==> config.mk <==
export PLATFORM = sky130hd
export DESIGN_NAME = atomic_pin_bank
export DESIGN_NICKNAME = d
export VERILOG_FILES = /design/src/rtl/pin_bank_pkg.sv /design/src/rtl/setclr_decode.sv /design/src/rtl/pin_cell.sv /design/src/rtl/readback_capture.sv /design/src/rtl/atomic_pin_bank.sv
export SDC_FILE = /design/constraint.sdc
export NUM_CORES = 1
export LEC_CHECK = 0
export BUFFER_PORTS_ARGS = -buffer_cell sky130_fd_sc_hd__buf_2
export CAP_MARGIN = 15
export CORE_AREA = 2 2 71 73
export CTS_CLUSTER_DIAMETER = 60
export DETAILED_ROUTE_END_ITERATION = 6
export DIE_AREA = 0 0 73 75
export GPL_TIMING_DRIVEN = 1
export HOLD_SLACK_MARGIN = 0.03
export PLACE_DENSITY = 0.75
export SETUP_SLACK_MARGIN = 0.2
export SLEW_MARGIN = 0
export SYNTH_ARGS = -nofsm -noshare
export SYNTH_HDL_FRONTEND = slang
export SYNTH_SLANG_ARGS = --single-unit
==> constraint.sdc <==
create_clock -name clk -period 0.84 [get_ports clk]
set_input_delay 0.126 -clock clk [delete_from_list [all_inputs] [get_ports clk]]
set_output_delay 0.126 -clock clk [all_outputs]
set_load 0.02 [all_outputs]
==> src/rtl/pin_bank_pkg.sv <==
package pin_bank_pkg;
   localparam int unsigned WORD_W   = 32;
   localparam int unsigned MAX_PINS = 8;
   localparam int unsigned DIR_BASE = 16;

   typedef struct packed {
      logic lvl_lo;
      logic lvl_hi;
      logic dir_out;
      logic dir_in;
   } pin_cmd_t;
endpackage

==> src/rtl/setclr_decode.sv <==
module setclr_decode
   import pin_bank_pkg::*;
#(
   parameter int unsigned PIN_COUNT = 8
) (
   input  logic                            wr_en,
   input  logic [WORD_W-1:0]               wr_data,
   output pin_cmd_t [PIN_COUNT-1:0]        cmds
);
   logic unused_word_bits;
   assign unused_word_bits = ^wr_data;

   for (genvar n = 0; n < PIN_COUNT; n++) begin : g_pin
      localparam int unsigned LVL_BIT = 2 * n;
      localparam int unsigned DIR_BIT = DIR_BASE + 2 * n;
      assign cmds[n].lvl_lo  = wr_en & wr_data[LVL_BIT];
      assign cmds[n].lvl_hi  = wr_en & wr_data[LVL_BIT + 1];
      assign cmds[n].dir_out = wr_en & wr_data[DIR_BIT];
      assign cmds[n].dir_in  = wr_en & wr_data[DIR_BIT + 1];
   end
endmodule

==> src/rtl/pin_cell.sv <==
module pin_cell
   import pin_bank_pkg::*;
#(
   parameter int unsigned SYNC_STAGES = 2
) (
   input  logic     clk,
   input  logic     rst_n,
   input  pin_cmd_t cmd,
   input  logic     pad_in,
   output logic     lvl_q,
   output logic     dir_q,
   output logic     in_sync
);
   logic lvl_change, dir_change;
   logic [SYNC_STAGES-1:0] sync_chain;

   // a command pair acts only when exactly one of its two bits is set
   assign lvl_change = cmd.lvl_lo ^ cmd.lvl_hi;
   assign dir_change = cmd.dir_out ^ cmd.dir_in;

   always_ff @(posedge clk or negedge rst_n) begin
      if (!rst_n) begin
         lvl_q <= 1'b0;
         dir_q <= 1'b0;
      end else begin
         if (lvl_change) lvl_q <= cmd.lvl_hi;
         if (dir_change) dir_q <= cmd.dir_out;
      end
   end

   if (SYNC_STAGES == 2) begin : g_sync2
      always_ff @(posedge clk or negedge rst_n) begin
         if (!rst_n) sync_chain <= '0;
         else        sync_chain <= {sync_chain[0], pad_in};
      end
   end else begin : g_syncn
      always_ff @(posedge clk or negedge rst_n) begin
         if (!rst_n) sync_chain <= '0;
         else        sync_chain <= {sync_chain[SYNC_STAGES-2:0], pad_in};
      end
   end
   assign in_sync = sync_chain[SYNC_STAGES-1];


   lvl_low_chk: assert property (@(posedge clk) disable iff (!rst_n)
      (cmd.lvl_lo && !cmd.lvl_hi) |=> !lvl_q);

   lvl_high_chk: assert property (@(posedge clk) disable iff (!rst_n)
      (cmd.lvl_hi && !cmd.lvl_lo) |=> lvl_q);

   dir_out_chk: assert property (@(posedge clk) disable iff (!rst_n)
      (cmd.dir_out && !cmd.dir_in) |=> dir_q);

   dir_in_chk: assert property (@(posedge clk) disable iff (!rst_n)
      (cmd.dir_in && !cmd.dir_out) |=> !dir_q);

   lvl_hold_chk: assert property (@(posedge clk) disable iff (!rst_n)
      (cmd.lvl_lo == cmd.lvl_hi) |=> $stable(lvl_q));

   dir_hold_chk: assert property (@(posedge clk) disable iff (!rst_n)
      (cmd.dir_out == cmd.dir_in) |=> $stable(dir_q));
endmodule

==> src/rtl/readback_capture.sv <==
module readback_capture
   import pin_bank_pkg::*;
#(
   parameter int unsigned PIN_COUNT = 8
) (
   input  logic                 clk,
   input  logic                 rst_n,
   input  logic                 rd_en,
   input  logic [PIN_COUNT-1:0] lvl_in,
   input  logic [PIN_COUNT-1:0] dir_in,
   output logic [WORD_W-1:0]    rd_word
);
   localparam logic [WORD_W-1:0] LIVE_MASK = live_mask();

   function automatic logic [WORD_W-1:0] live_mask();
      logic [WORD_W-1:0] m;
      m = '0;
      for (int n = 0; n < int'(PIN_COUNT); n++) begin
         m[2*n + 1]        = 1'b1;
         m[DIR_BASE + 2*n] = 1'b1;
      end
      return m;
   endfunction

   logic [WORD_W-1:0] word_d;

   always_comb begin
      word_d = '0;
      for (int n = 0; n < int'(PIN_COUNT); n++) begin
         word_d[2*n + 1]        = lvl_in[n];
         word_d[DIR_BASE + 2*n] = dir_in[n];
      end
   end

   always_ff @(posedge clk or negedge rst_n) begin
      if (!rst_n)     rd_word <= '0;
      else if (rd_en) rd_word <= word_d;
   end


   rd_hold_chk: assert property (@(posedge clk) disable iff (!rst_n)
      !rd_en |=> $stable(rd_word));

   rd_idle_bits_chk: assert property (@(posedge clk) disable iff (!rst_n)
      (rd_word & ~LIVE_MASK) == '0);
endmodule

==> src/rtl/atomic_pin_bank.sv <==
module atomic_pin_bank
   import pin_bank_pkg::*;
#(
   parameter int unsigned PIN_COUNT   = 8,
   parameter int unsigned SYNC_STAGES = 2
) (
   input  logic                 clk,
   input  logic                 rst_n,
   input  logic                 wr_en,
   input  logic [31:0]          wr_data,
   input  logic                 rd_en,
   output logic [31:0]          rd_data,
   output logic [PIN_COUNT-1:0] pin_out,
   output logic [PIN_COUNT-1:0] pin_oe,
   input  logic [PIN_COUNT-1:0] pin_in
);
   if (PIN_COUNT < 1 || PIN_COUNT > MAX_PINS) begin : g_bad_pins
      $error("PIN_COUNT must lie in 1..8");
   end
   if (SYNC_STAGES < 2) begin : g_bad_sync
      $error("SYNC_STAGES must be at least 2");
   end

   pin_cmd_t [PIN_COUNT-1:0] cmds;
   logic     [PIN_COUNT-1:0] in_sync;

   setclr_decode #(.PIN_COUNT(PIN_COUNT)) u_decode (
      .wr_en   (wr_en),
      .wr_data (wr_data),
      .cmds    (cmds)
   );

   for (genvar n = 0; n < PIN_COUNT; n++) begin : g_cell
      pin_cell #(.SYNC_STAGES(SYNC_STAGES)) u_cell (
         .clk     (clk),
         .rst_n   (rst_n),
         .cmd     (cmds[n]),
         .pad_in  (pin_in[n]),
         .lvl_q   (pin_out[n]),
         .dir_q   (pin_oe[n]),
         .in_sync (in_sync[n])
      );
   end

   readback_capture #(.PIN_COUNT(PIN_COUNT)) u_readback (
      .clk     (clk),
      .rst_n   (rst_n),
      .rd_en   (rd_en),
      .lvl_in  (in_sync),
      .dir_in  (pin_oe),
      .rd_word (rd_data)
   );


   no_write_stable_chk: assert property (@(posedge clk) disable iff (!rst_n)
      (!wr_en || wr_data == '0) |=> ($stable(pin_out) && $stable(pin_oe)));

   reset_state_chk: assert property (@(posedge clk)
      !rst_n |-> (pin_oe == '0 && pin_out == '0 && rd_data == '0));
endmodule

### Yosys cells after proc, flatten, opt, wreduce, memory -nomap -nowiden

Index checks and enable logic that the tools add are counted.

| word-level totals | value |
|---|---|
| bits in registers | 48 |
| input bits | 44 |
| output and inout port bits | 48 |
| logic and storage cells | 73 |

| operators by class | value |
|---|---|
| bitwise gates (word level) | 48 |

Operators by type and width:

| cell | count |
|---|---|
| $and 1x1->1 | 32 |
| $xor 1x1->1 | 16 |

### Longest topological paths before layout

Gate-level depths: netlist (run 1).

| logic depth | value |
|---|---|
| depth after elaboration | 2 |
| gate-level depth with buffers | 4 |

### By module

A second synthesis (run 1) with hierarchy kept.

| unflattened totals | value |
|---|---|
| cells, all modules | 150 |
| area, all modules | 2069.5 um^2 |

By module, submodules not included:

| module | times used | cells an instance | area each (um^2) | sequential area each (um^2) |
|---|---|---|---|---|
| pin_cell | 8 | 8 | 130.1 | 100.1 |
| readback_capture | 1 | 51 | 773.2 | 400.4 |
| setclr_decode | 1 | 35 | 255.2 | 0.0 |

### Least setup slack after synthesis (run 1)

No wires, ideal clock.

| timing | value |
|---|---|
| kind | reg-to-reg |
| start | reg, netlist name u_readback.rd_word[11] |
| end | reg u_readback.rd_word[11] |
| setup time | 0.125 ns |
| data arrival time | 0.710 ns |
| required time | 0.715 ns |
| slack | 0.005 ns |
| stages on the path, launching flop included | 2 |
| path buffers | 0 |
| cell sequence | dfrtp_1 > mux2_4 |

RTL lines:

| item | line | text |
|---|---|---|
| end signal, assigned | readback_capture.sv:37 | `else if (rd_en) rd_word <= word_d;` |
| end, declared | readback_capture.sv:11 | `output logic [WORD_W-1:0] rd_word` |

### Worst setup path after layout (run 1)

| timing | value |
|---|---|
| start | reg g_cell[7].u_cell.lvl_q |
| end | out pin_out[7] |

RTL lines:

| item | line | text |
|---|---|---|
| start, declared | pin_cell.sv:10 | `output logic lvl_q,` |
| start signal, assigned | pin_cell.sv:26 | `if (lvl_change) lvl_q <= cmd.lvl_hi;` |
| end, declared | atomic_pin_bank.sv:13 | `output logic [PIN_COUNT-1:0] pin_out,` |

No word-level cell between the ends.

==> results of run 1 <==
-- layer usage --
metal	GRT usage	vias up
li1	-	725
met1	0.1965	743
met2	0.3113	69
met3	0.04418	4
met4	0.06173	0
met5	0	-
-- path summary, 6_finish.rpt --
kind                            slack, ns                             end
worst max-delay path                -0.15                      pin_out[7]
worst min register to register       0.35  g_cell[0].u_cell.sync_chain[1]
min in group asynchronous            0.35  g_cell[5].u_cell.sync_chain[0]
worst min-delay path                 0.02          g_cell[0].u_cell.lvl_q
worst max register to register      -0.07          u_readback.rd_word[18]
max in group asynchronous            0.26           u_readback.rd_word[5]
-- timing repair --
action,CTS,global route
hold endpoints to repair,57,1
gates cloned,0,0
setup buffers,21,3
pin swaps,5,3
endpoints found under the setup margin,64,64
resized for setup,109,8
-- report_power, final --
group	internal [W]	switching (W)
clock	0.000973	0.000744
sequential	0.00255	0.000177
combinational	0.000951	0.000757
total	0.00447	0.00168
-- area by class of cell --
| class | count | share of cell area |
|---|---|---|
| flip-flops and latches | 48 | 0.3871 |
| multi-input cells | 95 | 0.2106 |
| repair buffers | 113 | 0.3233 |
| inverters | 16 | 0.01904 |
| clock inverters | 2 | 0.01230 |
| clock buffers | 6 | 0.02618 |
| well taps | 54 | 0.02142 |
-- kinds of logic after synthesis --
group	Yosys count
buffers and inverters	53
AOI/OAI and AO/OA	33
muxes	16
DFF	48
other	1
and+or+nand+nor	30
-- sequential cells by signal, summed over array words and instances, names as in the netlist --
signal and count:
u_readback.rd_word 16, g_cell.u_cell.lvl_q 8, g_cell.u_cell.dir_q 8, g_cell.u_cell.sync_chain 16
-- worst register-to-register path, cell delays in order, from the launching register on --
cell,delay [ns]
dfrtp_1,0.42
buf_6,0.14
mux2_4,0.24
-- synthesized netlist by cell type (all sizes together) --
master and n:
o21ai 2, inv 16, nand2 15, dfrtp 48
buf 37, mux2 16, nor2 15, a21oi 31
conb 1
-- per-stage QoR --
| stage | TNS (ns) | worst slack, ns |
|---|---|---|
| floorplan | 0 | 0.01776 |
| global placement | -0.01526 | -0.007731 |
| detailed placement | -0.06082 | -0.03563 |
| CTS | -5.291 | -0.1550 |
| global route | -6.590 | -0.1842 |
| finish | -5.009 | -0.1492 |
==> metrics.md, run 1 <==
| Metric | Value |
|---|---|
| Status | `finished, violations left` |
| Row count | `25` |
| Met2 routed WL | `approximately 2300 µm` |
| Kind of critical path | `register to output pin` |
| Die W | `roughly 73 µm` |
| Max Fclk | `1011 MHz` |
| Worst-path cell chain | `buf_6` |
| I/O Buffers | `75` |
| Total power draw | `a little over 0.006 W` |
| Worst Hold Path Cells | `2` |
| Dpl cells | `293` |
| Setup violations, final | `45` |
| Slowest cell on the critical path | `dfrtp_1` |
| Final number of hold-violating endpoints | `0` |
| Crit-path max cell delay | `roughly 0.42 ns` |
| WP data required | `between 0.7 and 0.8 ns` |
| CP delay by family, top | `flip-flops` |
| First-pass GRT wire length | `7120 µm` |
| Post-Synth Simple-Gate Area | `0.05488` |
| P_leak | `approximately 1.6 nW` |
| Synth top area cells | `dfrtp_1, buf_4, a21oi_1, mux2_4, mux2_2` |
| Mux cell area share after synthesis | `0.1061` |
| DR iter-0 viols | `68` |
| Stages on worst setup path | `1` |
| Synth Register Bits | `48` |
| RSZ-0062 raised after global routing | `true` |
| CP Max Fanout | `2` |
| Vias/cell | `~4.6` |
| Post-synthesis compound-gate area fraction | `0.08049` |
| Final core occ | `0.6768` |
| Main combinational cell family by area after synthesis | `buffers and inverters` |
| Grt ovf | `0` |
| Initial core utilization | `0.4403` |
| GRT Util Overall | `0.1719` |
| Die footprint | `5475 µm²` |
| Largest area contributor in the netlist | `dfrtp_1` |
| Post-synthesis adder-cell area fraction | `0` |
| H-tree levels | `2` |
| Final WS setup | `-0.1492 ns` |
| Number of buffers created by CTS | `5` |
| Worst IR Drop VDD | `about 0.00098 V` |
| CTS tree | `built` |
| Clock Path Buffers | `2` |
| Failing checks | `setup timing` |
| DP HPWL | `between 2000 and 3000 µm` |
| Fin crit share | `1.178` |
| Largest net degree at the start of global routing | `a little under 50` |
| Vias | `~1500` |
| Worst reg2reg startpoint | `g_cell[1].u_cell.dir_q` |
| Gpl congestion | `between 0.7 and 0.8` |
| Yosys top cell area share | `0.5854` |
| Mean Syn Cell Area | `~11 µm²` |
| Max-Cap Viols | `0` |
| WP buf/inv | `1` |
| Worst endpoint data arrival time | `roughly 0.86 ns` |
| Clock Latency Late Sink | `~0.29 ns` |
| Min cycle time layout | `between 0.9 and 1 ns` |
| Min-delay src | `wr_data[0]` |
| CP Launch Type | `register` |
| Register area | `around 1200 µm²` |
| Most frequent cells in the layout | `buf_6, buf_2, dfrtp_1` |
| WL final | `approximately 4400 µm` |
| Fin nets | `roughly 320` |
| Worst Skew | `0.001895 ns` |
| Final Max Slew Viols | `0` |
| Area of the multi-input gates | `approximately 660 µm²` |
| FF-to-FF path depth | `2` |
| CTS Sinks | `48` |
| DR pass1 iterations | `4` |
| Sequential-to-total area share from yosys stat | `0.5854` |
| Ys Warns | `0` |
| Commonest non-fill, non-tap cell in the layout | `buf_6` |
| Initial antenna violation count | `0` |
| Cell count after synthesis | `about 180` |
| Worst Setup SP | `g_cell[7].u_cell.lvl_q` |
| I/O Pins | `between 90 and 100` |
| # DRC | `0` |
| Fin cells | `334` |
| Post-DRT Antenna Nets | `0` |
| Antenna diodes | `0` |
| Worst-path clk slew | `about 0.08 ns` |
| Post-synthesis xor/xnor area fraction | `0` |
| Vias in the first global route | `~1600` |
| M1 wire length | `roughly 1800 µm` |
| Fraction of layout instances using a drive strength above 1 | `0.6143` |
| Post-synthesis cell type count | `13` |
| Hold_buf cts | `9` |
| Highest routed layer | `met4` |
| Placed cell area | `between 2000 and 2500 µm²` |
| Final Cell Area | `3154 µm²` |
| Fillers | `between 300 and 400` |
| WHS | `~0.018 ns` |
| Root buf cell | `clkbuf_8` |
| WL/cell | `13.20 µm` |
| Met3 WL post-DR | `roughly 230 µm` |
| Die height | `75 µm` |
| Layout area overhead | `53.72%` |
| Crit. End Element | `output pin` |
| Post-synthesis cell area | `around 2100 µm²` |
| Hold Path Class | `primary input to register` |
| Core Area | `between 4000 and 5000 µm²` |
| Power per Cell Area | `slightly below 2000 nW/µm²` |
(Power assumes the default switching activity.)
==> run 2, diff against run 1 <==
--- a/config.mk
+++ b/config.mk
@@ -15,6 +15,7 @@
 export HOLD_SLACK_MARGIN = 0.03
 export PLACE_DENSITY = 0.75
 export SETUP_SLACK_MARGIN = 0.2
+export SKIP_LAST_GASP = 1
 export SLEW_MARGIN = 0
 export SYNTH_ARGS = -nofsm -noshare
 export SYNTH_HDL_FRONTEND = slang
==> run 2 against run 1 <==
  * The flow still finishes with violations (setup timing)
  * Register-to-register slack got worse by 0.02 ns
  * Worst setup slack got worse by 0.0071 ns
  * Total power rose by 0.25%
  * Maximum frequency fell by 0.72%
  * First-iteration DRC count fell by 40%
  * Final area rose by 0.32%
  * Sequential share of layout area fell by 0.12 points
  * Critical path depth did not move
  * Sequential power barely moved
==> metrics.md, run 2 (same netlist as run 1, synthesis figures left out) <==
| Metric | Value |
|---|---|
| DR iter-0 viols | `between 40 and 50` |
| Die height | `~75 µm` |
| CP Max Fanout | `2` |
| GRT Util Overall | `0.1707` |
| Part of the power in combinational logic | `0.278` |
| Most frequent cells in the layout | `buf_6, buf_2, dfrtp_1` |
| I/O Pins | `92` |
| Status | `finished, violations left` |
| Die footprint | `approximately 5500 µm²` |
| Fraction of layout instances using a drive strength above 1 | `0.6179` |
| Root buf cell | `clkbuf_8` |
| Total power draw | `~0.006 W` |
| CTS tree | `built` |
| Hold Path Class | `primary input to register` |
| Sw Pwr | `approximately 0.0017 W` |
| Post-DRT Antenna Nets | `0` |
| Layout area overhead | `54.21%` |
| Crit. End Element | `output pin` |
| Final number of hold-violating endpoints | `0` |
| Vias | `approximately 1500` |
| Fin crit share | `1.186` |
| Vias in the first global route | `around 1600` |
| Crit-path max cell delay | `about 0.43 ns` |
| Largest net degree at the start of global routing | `49` |
| Register area | `1221 µm²` |
| Worst IR Drop VDD | `just under 0.001 V` |
| Number of buffers created by CTS | `5` |
| P_leak | `1.584 nW` |
| Worst Skew | `around 0.0042 ns` |
| WP buf/inv | `1` |
| Core Area | `4661 µm²` |
| Row count | `25` |
| Final Max Slew Viols | `0` |
| WP data required | `approximately 0.71 ns` |
| WHS | `0.01896 ns` |
| Hold_buf cts | `9` |
| Clk pwr share | `0.279` |
| Fillers | `between 300 and 400` |
| Worst-path clk slew | `0.08 ns` |
| Clock Path Buffers | `2` |
| Final WS setup | `-0.1564 ns` |
| Failing checks | `setup timing` |
| Power per Cell Area | `between 1500 and 2000 nW/µm²` |
| Seq pwr share | `0.443` |
| Pint | `about 0.0045 W` |
| Max Fclk | `between 1000 and 1500 MHz` |
| DR pass1 iterations | `4` |
| Initial antenna violation count | `0` |
| Area of the multi-input gates | `between 600 and 700 µm²` |
| Biggest regs | `g_cell.u_cell.sync_chain (16), u_readback.rd_word (16)` |
| RSZ-0062 raised after global routing | `true` |
| Final Cell Area | `3164 µm²` |
| Setup violations, final | `45` |
| # DRC | `0` |
| Die W | `around 73 µm` |
| Switching share of power | `0.2740` |
| Max-Cap Viols | `0` |
| Gpl congestion | `~0.71` |
| Initial core utilization | `0.4403` |
| Vias/cell | `around 4.6` |
| CP delay by family, top | `flip-flops` |
| Clock Latency Late Sink | `0.29 ns` |
| Min cycle time layout | `between 0.9 and 1 ns` |
| Grt ovf | `0` |
| CP Launch Type | `register` |
| Min-delay src | `wr_data[0]` |
| Worst reg2reg startpoint | `g_cell[1].u_cell.dir_q` |
| Commonest non-fill, non-tap cell in the layout | `buf_6` |
| Worst Setup SP | `g_cell[1].u_cell.dir_q` |
| Slowest cell on the critical path | `dfrtp_1` |
| WL/cell | `around 13 µm` |
| Antenna diodes | `0` |
| DP HPWL | `2575 µm` |
| Worst endpoint data arrival time | `just under 0.9 ns` |
| H-tree levels | `2` |
| WL final | `4464 µm` |
| I/O Buffers | `75` |
| Placed cell area | `~2400 µm²` |
| First-pass GRT wire length | `7017 µm` |
| Worst-path cell chain | `buf_6` |
| Place WS | `-0.03563 ns` |
| CTS Sinks | `between 40 and 50` |
| Kind of critical path | `register to output pin` |
| Fin nets | `323` |
[run 2: repair_timing]
item                                    in CTS  in global routing
hold endpoints to repair                    57                  1
endpoints found under the setup margin      64                 64
pin swaps                                    5                  4
buffers inserted                            21                  3
gates resized for setup                    107                 12
[run 2: metrics by stage]
stage          instances  TNS (ns)  utilization
2_1_floorplan        196         0            -
3_3_place_gp         293  -0.01526       0.5079
3_5_place_dp         293  -0.06082       0.5079
4_1_cts              331    -5.291       0.6647
5_1_grt              334    -6.610       0.6789
6_report             334    -5.076       0.6789
[run 2: area by class of cell]
cell class | instances | share of cell area
Timing Repair Buffer | 113 | 0.3223
Clock inverter | 2 | 0.01226
Tap cell | 54 | 0.02135
Inverter | 16 | 0.01898
Sequential cell | 48 | 0.3859
Clock buffer | 6 | 0.02610
Multi-Input combinational cell | 95 | 0.2131
[run 2: power by group through the flow]
stage	combinational (W)	sequential, W	clock (W)
3_5_place_dp	0.00104	0.00274	0
3_3_place_gp	0.00102	0.00273	0
4_1_cts	0.00164	0.00272	0.00179
5_1_grt	0.00184	0.00275	0.00190
2_1_floorplan	0.000737	0.00285	0
6_report	0.00172	0.00273	0.00172
[run 2: layer usage]
| layer | wire length, µm | track usage |
|---|---|---|
| met1 | 1746 | 0.1902 |
| met2 | 2436 | 0.3163 |
| met3 | 248 | 0.04418 |
| met5 | 0 | 0 |
| met4 | 34 | 0.05761 |
[run 2: path summary, 6_finish.rpt]
check / end / depth (start not counted) / slack [ns]
hold reg to reg: g_cell[3].u_cell.sync_chain[1] / 0 / 0.35
setup / recovery: pin_oe[1] / 1 / -0.16
hold / removal: g_cell[0].u_cell.lvl_q / 2 / 0.02
max in group asynchronous: u_readback.rd_word[7] / 3 / 0.25
min in group asynchronous: u_readback.rd_word[11] / 3 / 0.36
setup reg to reg: u_readback.rd_word[18] / 2 / -0.09
